### src/rtl/victim_assist_cache.sv
module victim_assist_cache #(
  parameter int ADDR_W = 16,
  parameter int DATA_W = 32,
  parameter int LINES  = 16,
  parameter int WORDS  = 4,
  parameter int VB_N   = 4
) (
  input  logic                      clk,
  input  logic                      rst_n,
  input  logic                      cpu_req,
  input  logic                      cpu_we,
  input  logic [ADDR_W-1:0]         cpu_addr,
  input  logic [DATA_W-1:0]         cpu_wdata,
  output logic                      cpu_ready,
  output logic                      cpu_resp_valid,
  output logic [DATA_W-1:0]         cpu_rdata,
  output logic                      mem_req_valid,
  output logic                      mem_req_we,
  output logic [ADDR_W-$clog2(WORDS)-1:0] mem_req_addr,
  output logic [WORDS*DATA_W-1:0]   mem_req_wdata,
  input  logic                      mem_req_ready,
  input  logic                      mem_resp_valid,
  input  logic [WORDS*DATA_W-1:0]   mem_resp_data
);
  localparam int OFF_W  = $clog2(WORDS);
  localparam int IDX_W  = $clog2(LINES);
  localparam int TAG_W  = ADDR_W - OFF_W - IDX_W;
  localparam int LA_W   = ADDR_W - OFF_W;
  localparam int LINE_W = WORDS * DATA_W;
  localparam int VB_W   = $clog2(VB_N);

  typedef enum logic [2:0] {S_IDLE, S_LOOK, S_PROBE, S_WB, S_MOVE, S_FETCH, S_WAIT} state_t;
  state_t state;

  logic [LINE_W-1:0] m_data [LINES];
  logic [TAG_W-1:0]  m_tag  [LINES];
  logic [LINES-1:0]  m_val, m_dirty;

  logic [LINE_W-1:0] vb_data [VB_N];
  logic [LA_W-1:0]   vb_la   [VB_N];
  logic [VB_W-1:0]   vb_age  [VB_N];
  logic [VB_N-1:0]   vb_val, vb_dirty;

  logic              req_we;
  logic [ADDR_W-1:0] req_addr;
  logic [DATA_W-1:0] req_wdata;
  logic [VB_W-1:0]   slot;

  wire [IDX_W-1:0] idx = req_addr[OFF_W +: IDX_W];
  wire [TAG_W-1:0] tag = req_addr[ADDR_W-1 -: TAG_W];
  wire [OFF_W-1:0] off = req_addr[OFF_W-1:0];
  wire [LA_W-1:0]  la  = req_addr[ADDR_W-1:OFF_W];
  wire             m_hit = m_val[idx] && (m_tag[idx] == tag);
  wire [LINE_W-1:0] cur_line = m_data[idx];

  logic [VB_N-1:0] vb_match, oldest;
  logic [VB_W-1:0] hit_e, victim;
  logic            dup;

  always_comb begin
    hit_e = '0;
    victim = '0;
    dup = 1'b0;
    for (int i = 0; i < VB_N; i++) begin
      vb_match[i] = vb_val[i] && (vb_la[i] == la);
      oldest[i]   = (vb_age[i] == VB_W'(VB_N - 1));
      if (vb_match[i]) hit_e = VB_W'(i);
      if (oldest[i])   victim = VB_W'(i);
      if (vb_val[i] && m_val[vb_la[i][IDX_W-1:0]] &&
          m_tag[vb_la[i][IDX_W-1:0]] == vb_la[i][LA_W-1 -: TAG_W]) dup = 1'b1;
    end
    for (int i = VB_N - 1; i >= 0; i--)
      if (!vb_val[i]) victim = VB_W'(i);
  end

  assign cpu_ready      = (state == S_IDLE);
  assign cpu_resp_valid = (state == S_LOOK) && m_hit;
  assign cpu_rdata      = cur_line[off*DATA_W +: DATA_W];
  assign mem_req_valid  = (state == S_WB) || (state == S_FETCH);
  assign mem_req_we     = (state == S_WB);
  assign mem_req_addr   = (state == S_WB) ? vb_la[slot] : la;
  assign mem_req_wdata  = vb_data[slot];

  wire             touch   = (state == S_MOVE) || (state == S_PROBE && |vb_match);
  wire [VB_W-1:0]  touch_e = (state == S_MOVE) ? slot : hit_e;

  always_ff @(posedge clk) begin
    if (!rst_n) begin
      for (int i = 0; i < VB_N; i++) vb_age[i] <= VB_W'(i);
    end else if (touch) begin
      for (int i = 0; i < VB_N; i++)
        if (VB_W'(i) == touch_e) vb_age[i] <= '0;
        else if (vb_age[i] < vb_age[touch_e]) vb_age[i] <= vb_age[i] + 1'b1;
    end
  end

  always_ff @(posedge clk) begin
    if (!rst_n) begin
      state    <= S_IDLE;
      m_val    <= '0;
      m_dirty  <= '0;
      vb_val   <= '0;
      vb_dirty <= '0;
      slot     <= '0;
      req_we   <= 1'b0;
      req_addr <= '0;
      req_wdata <= '0;
    end else begin
      case (state)
        S_IDLE: if (cpu_req) begin
          req_we    <= cpu_we;
          req_addr  <= cpu_addr;
          req_wdata <= cpu_wdata;
          state     <= S_LOOK;
        end
        S_LOOK: if (m_hit) begin
          if (req_we) begin
            m_data[idx][off*DATA_W +: DATA_W] <= req_wdata;
            m_dirty[idx] <= 1'b1;
          end
          state <= S_IDLE;
        end else state <= S_PROBE;
        S_PROBE: if (|vb_match) begin
          m_data[idx]     <= vb_data[hit_e];
          m_tag[idx]      <= tag;
          m_val[idx]      <= 1'b1;
          m_dirty[idx]    <= vb_dirty[hit_e];
          vb_data[hit_e]  <= m_data[idx];
          vb_la[hit_e]    <= {m_tag[idx], idx};
          vb_val[hit_e]   <= m_val[idx];
          vb_dirty[hit_e] <= m_dirty[idx];
          state <= S_LOOK;
        end else if (m_val[idx]) begin
          slot  <= victim;
          state <= (vb_val[victim] && vb_dirty[victim]) ? S_WB : S_MOVE;
        end else state <= S_FETCH;
        S_WB: if (mem_req_ready) state <= S_MOVE;
        S_MOVE: begin
          vb_data[slot]  <= m_data[idx];
          vb_la[slot]    <= {m_tag[idx], idx};
          vb_val[slot]   <= 1'b1;
          vb_dirty[slot] <= m_dirty[idx];
          m_val[idx]     <= 1'b0;
          state <= S_FETCH;
        end
        S_FETCH: if (mem_req_ready) state <= S_WAIT;
        S_WAIT: if (mem_resp_valid) begin
          m_data[idx]  <= mem_resp_data;
          m_tag[idx]   <= tag;
          m_val[idx]   <= 1'b1;
          m_dirty[idx] <= 1'b0;
          state <= S_LOOK;
        end
        default: state <= S_IDLE;
      endcase
    end
  end

  assert_vb_unique_R5: assert property (@(posedge clk) disable iff (!rst_n)
    $onehot0(vb_match));
  assert_no_dup_R6: assert property (@(posedge clk) disable iff (!rst_n)
    (state == S_IDLE) |-> !dup);
  assert_lru_order_R7: assert property (@(posedge clk) disable iff (!rst_n)
    $countones(oldest) == 1);
  assert_wb_dirty_R8: assert property (@(posedge clk) disable iff (!rst_n)
    (mem_req_valid && mem_req_we) |-> (vb_val[slot] && vb_dirty[slot]));
  assert_req_hold_R10: assert property (@(posedge clk) disable iff (!rst_n)
    (mem_req_valid && !mem_req_ready) |=>
      (mem_req_valid && $stable(mem_req_addr) && $stable(mem_req_we)));
endmodule

### config.mk
export PLATFORM = sky130hd
export DESIGN_NAME = victim_assist_cache
export DESIGN_NICKNAME = d
export VERILOG_FILES = /design/src/rtl/victim_assist_cache.sv
export SDC_FILE = /design/constraint.sdc
export NUM_CORES = 2
export LEC_CHECK = 0
export BUFFER_PORTS_ARGS = -buffer_cell sky130_fd_sc_hd__buf_4
export CAP_MARGIN = 5
export CORE_ASPECT_RATIO = 0.5
export CORE_MARGIN = 2
export CORE_UTILIZATION = 30
export CTS_BUF_LIST = sky130_fd_sc_hd__clkbuf_4
export DETAILED_ROUTE_END_ITERATION = 8
export PLACE_DENSITY = 0.47
export SYNTH_ARGS = -nofsm -noshare
export SYNTH_HDL_FRONTEND = slang
export SYNTH_SLANG_ARGS = --single-unit
### constraint.sdc
create_clock -name clk -period 9.6 [get_ports clk]
set_input_delay 1.92 -clock clk [delete_from_list [all_inputs] [get_ports clk]]
set_output_delay 1.92 -clock clk [all_outputs]
set_load 0.02 [all_outputs]
==> flow_summary.json <==
{
  "outcome": "complete, no violations",
  "synth-seq-cells": 2884,
  "die-area_um2": 390000,
  "vias": 65700,
  "ys_warn_count": 0,
  "synth_simple_gate_area_share": 0.0290,
  "drt-initial-drc-count": 7824,
  "vias_per_cell": 5.37,
  "core_um2": 384000,
  "relSlewSlack": 0.0765,
  "fp.dieH_um": 443,
  "routed_wl_mm": 413,
  "dieWidth_um": 882,
  "max_freq_ghz": 0.130,
  "h-tree-depth": 6,
  "startpoint_type": "flip-flop",
  "worstRegToRegCells": 11,
  "hold_path_class": "flip-flop to flip-flop",
  "synth_xor_area_frac": 0.00508,
  "avgSynthCellArea_um2": 20.3,
  "ir_drop_uv": 110,
  "synth.net_count": 5878,
  "ant_nets": 0,
  "crit_type": "flip-flop to output port",
  "drc_errors": 0,
  "cp_max_fo": 36,
  "worst_pin_slew_ns": 1.38,
  "synth_top_family_by_area": "multiplexers",
  "cts-buffers-inserted": 708,
  "start_util": 0.301,
  "port_buffers": 359,
  "synth.area.mux_share": 0.172,
  "yosysSeqAreaShare": 0.741,
  "fin_crit_sh": 0.804,
  "post_cts_buffers": 0,
  "fin_skew_ns": 0.121,
  "synthAdderAreaFrac": 0.00113,
  "synth.area.top_cells": "edfxtp_1 72%, mux4_2 17%, dfxtp_1 1.7%, a21oi_1 1.4%, a221oi_1 0.97%",
  "maxCapViolCount": 0,
  "r2r_end": "m_data[6][60]",
  "num_rows": 161,
  "rsz0062_at_grt": "false",
  "rrSetupSlack_ns": 3.53,
  "cts_hold_buf": 0,
  "wl_per_cell_um": 33.8,
  "area_growth_pct": 16.4,
  "fin_tns_setup_ns": 0,
  "critPathCaptureType": "output port",
  "fin_nets": 6783,
  "critPathRequiredTime_ns": 7.68,
  "synth_largest_area_cell": "edfxtp_1",
  "place_congestion": 0.781,
  "first_pass_iters": 5,
  "utilization": 0.350,
  "drv_slew": 0,
  "grt_pass1_wl_mm": 557,
  "clkTransAtPathRegs_ns": 0.07,
  "cts-root-buf": "clkbuf_4",
  "place_ws_ns": 3.18,
  "cp_data_arrival_time_ns": 5.80,
  "setup_slack_ns": 1.88,
  "final-setup-viol-count": 0,
  "place_inst": 11000,
  "grt_max_degree": 109,
  "synthArstFlopShare": 0,
  "grt_overflow": 0,
  "power_density_nw_per_um2": 202,
  "ioPinCount": 360,
  "dp_hpwl_mm": 236,
  "synth_compound_area_frac": 0.0377,
  "ys_types": 62,
  "ys.flop_type": "edfxtp_1",
  "finalHoldViolCount": 0,
  "antenna_found_initial": 52,
  "insertion_delay_ns": 1.46,
  "clock-sinks": 2884,
  "grt_pass1_vias": 65300,
  "drive_gt1_frac": 0.374,
  "synth_edf_count": 2784,
  "synthCells": 5688,
  "final_cell_mix": "2,784 x edfxtp_1, 1,020 x clkbuf_4, 873 x mux4_2",
  "min_path_cells": 2,
  "final_common_cell": "edfxtp_1",
  "instances_no_fill": 12200,
  "syn_area_um2": 116000,
  "fin_crit_ns": 7.72,
  "cts_resized": 0,
  "leakage_nw": 41.6,
  "clockBufferDepth": 4,
  "cts_tree": "built",
  "grtUsageTotal": 0.206,
  "crit_end": "cpu_rdata[18]",
  "post-synth-top-area-fraction": 0.723
}
[per-stage QoR]
step                      power, W  area (µm²)  hold WS (ns)
after floorplan             0.0158      116000         0.448
after global placement      0.0173      126000         0.464
after detailed placement    0.0173      126000         0.474
after CTS                   0.0274      134000         0.486
after global routing        0.0281      134000         0.510
final                       0.0272      135000         0.479
[cell families (layout without fill, tap and decap cells)]
logic type      Yosys count  in the layout
flops                  2884           2884
mux                     895            895
xor+xnor                 67             67
compound gates          674            674
buf+inv                 405           1789
fa+ha+maj                11             11
other cells               0             40
simple gates            752            752
[power by group]
part	internal, W	switching [W]	leakage, nW
registers	0.0140	0.000159	25.6
clock network	0.00511	0.00511	5.15
logic	0.000960	0.00186	10.8
total	0.0201	0.00713	41.6
[state kept, by name, summed over array words and instances, names as in the netlist, named ones only]
signal     count
vb_data      512
req_we         1
m_data      2048
req_wdata     32
vb_dirty       4
slot           2
vb_val         4
state          3
m_tag        160
vb_la         56
req_addr      16
m_dirty       16
vb_age         8
[worst min path at each step]
| stage | start | endpoint | slack [ns] |
|---|---|---|---|
| finish | flip-flop | flip-flop | 0.48 |
| CTS | flip-flop | flip-flop | 0.49 |
| global route | vb_dirty[1] | vb_dirty[1] | 0.51 |
| floorplan | vb_val[0] | vb_val[0] | 0.45 |
| global placement | flip-flop | flip-flop | 0.46 |
| detailed placement | slot[1] | flip-flop | 0.47 |
[area by class of cell]
type,count,area (µm²)
antenna,40,100
clock buffer,1020,7660
timing repair buffer,584,4750
tap,5134,6420
sequential,2884,85600
inverter,16,68.8
fill,36200,250000
multi-input combinational,2399,28900
clock inverter,169,951
[metal layers]
metal,global-route usage,wire (µm),share of wire,vias up
met3,0.0476,33100,0.080,672
met5,0,112,0.00027,-
met1,0.275,168000,0.41,35500
met4,0.0885,18300,0.044,18
met2,0.326,194000,0.47,3273
li1,-,-,-,26200
[cells in the mapped netlist (all sizes together), types with 5 or more instances]
master,n
a211oi,17
a21oi,323
a221oi,128
a31oi,135
and2,5
and3,131
buf,116
clkbuf,273
dfxtp,100
edfxtp,2784
ha,8
inv,15
mux2,16
mux2i,6
mux4,873
nand2,258
nand2b,8
nand3,18
nand4,15
nor2,279
nor2b,10
nor3,11
nor4,5
o21ai,20
o221a,17
xnor2,62
xor2,5
[worst max-delay path, cell delays in order (launching register included)]
cell and delay [ns]:
dfxtp_4 0.81, buf_4 0.60, buf_4 0.72, mux4_2 0.60
mux4_2 0.73, mux4_2 0.62, buf_4 0.20
Note: power is estimated with default switching activity, not from simulation.
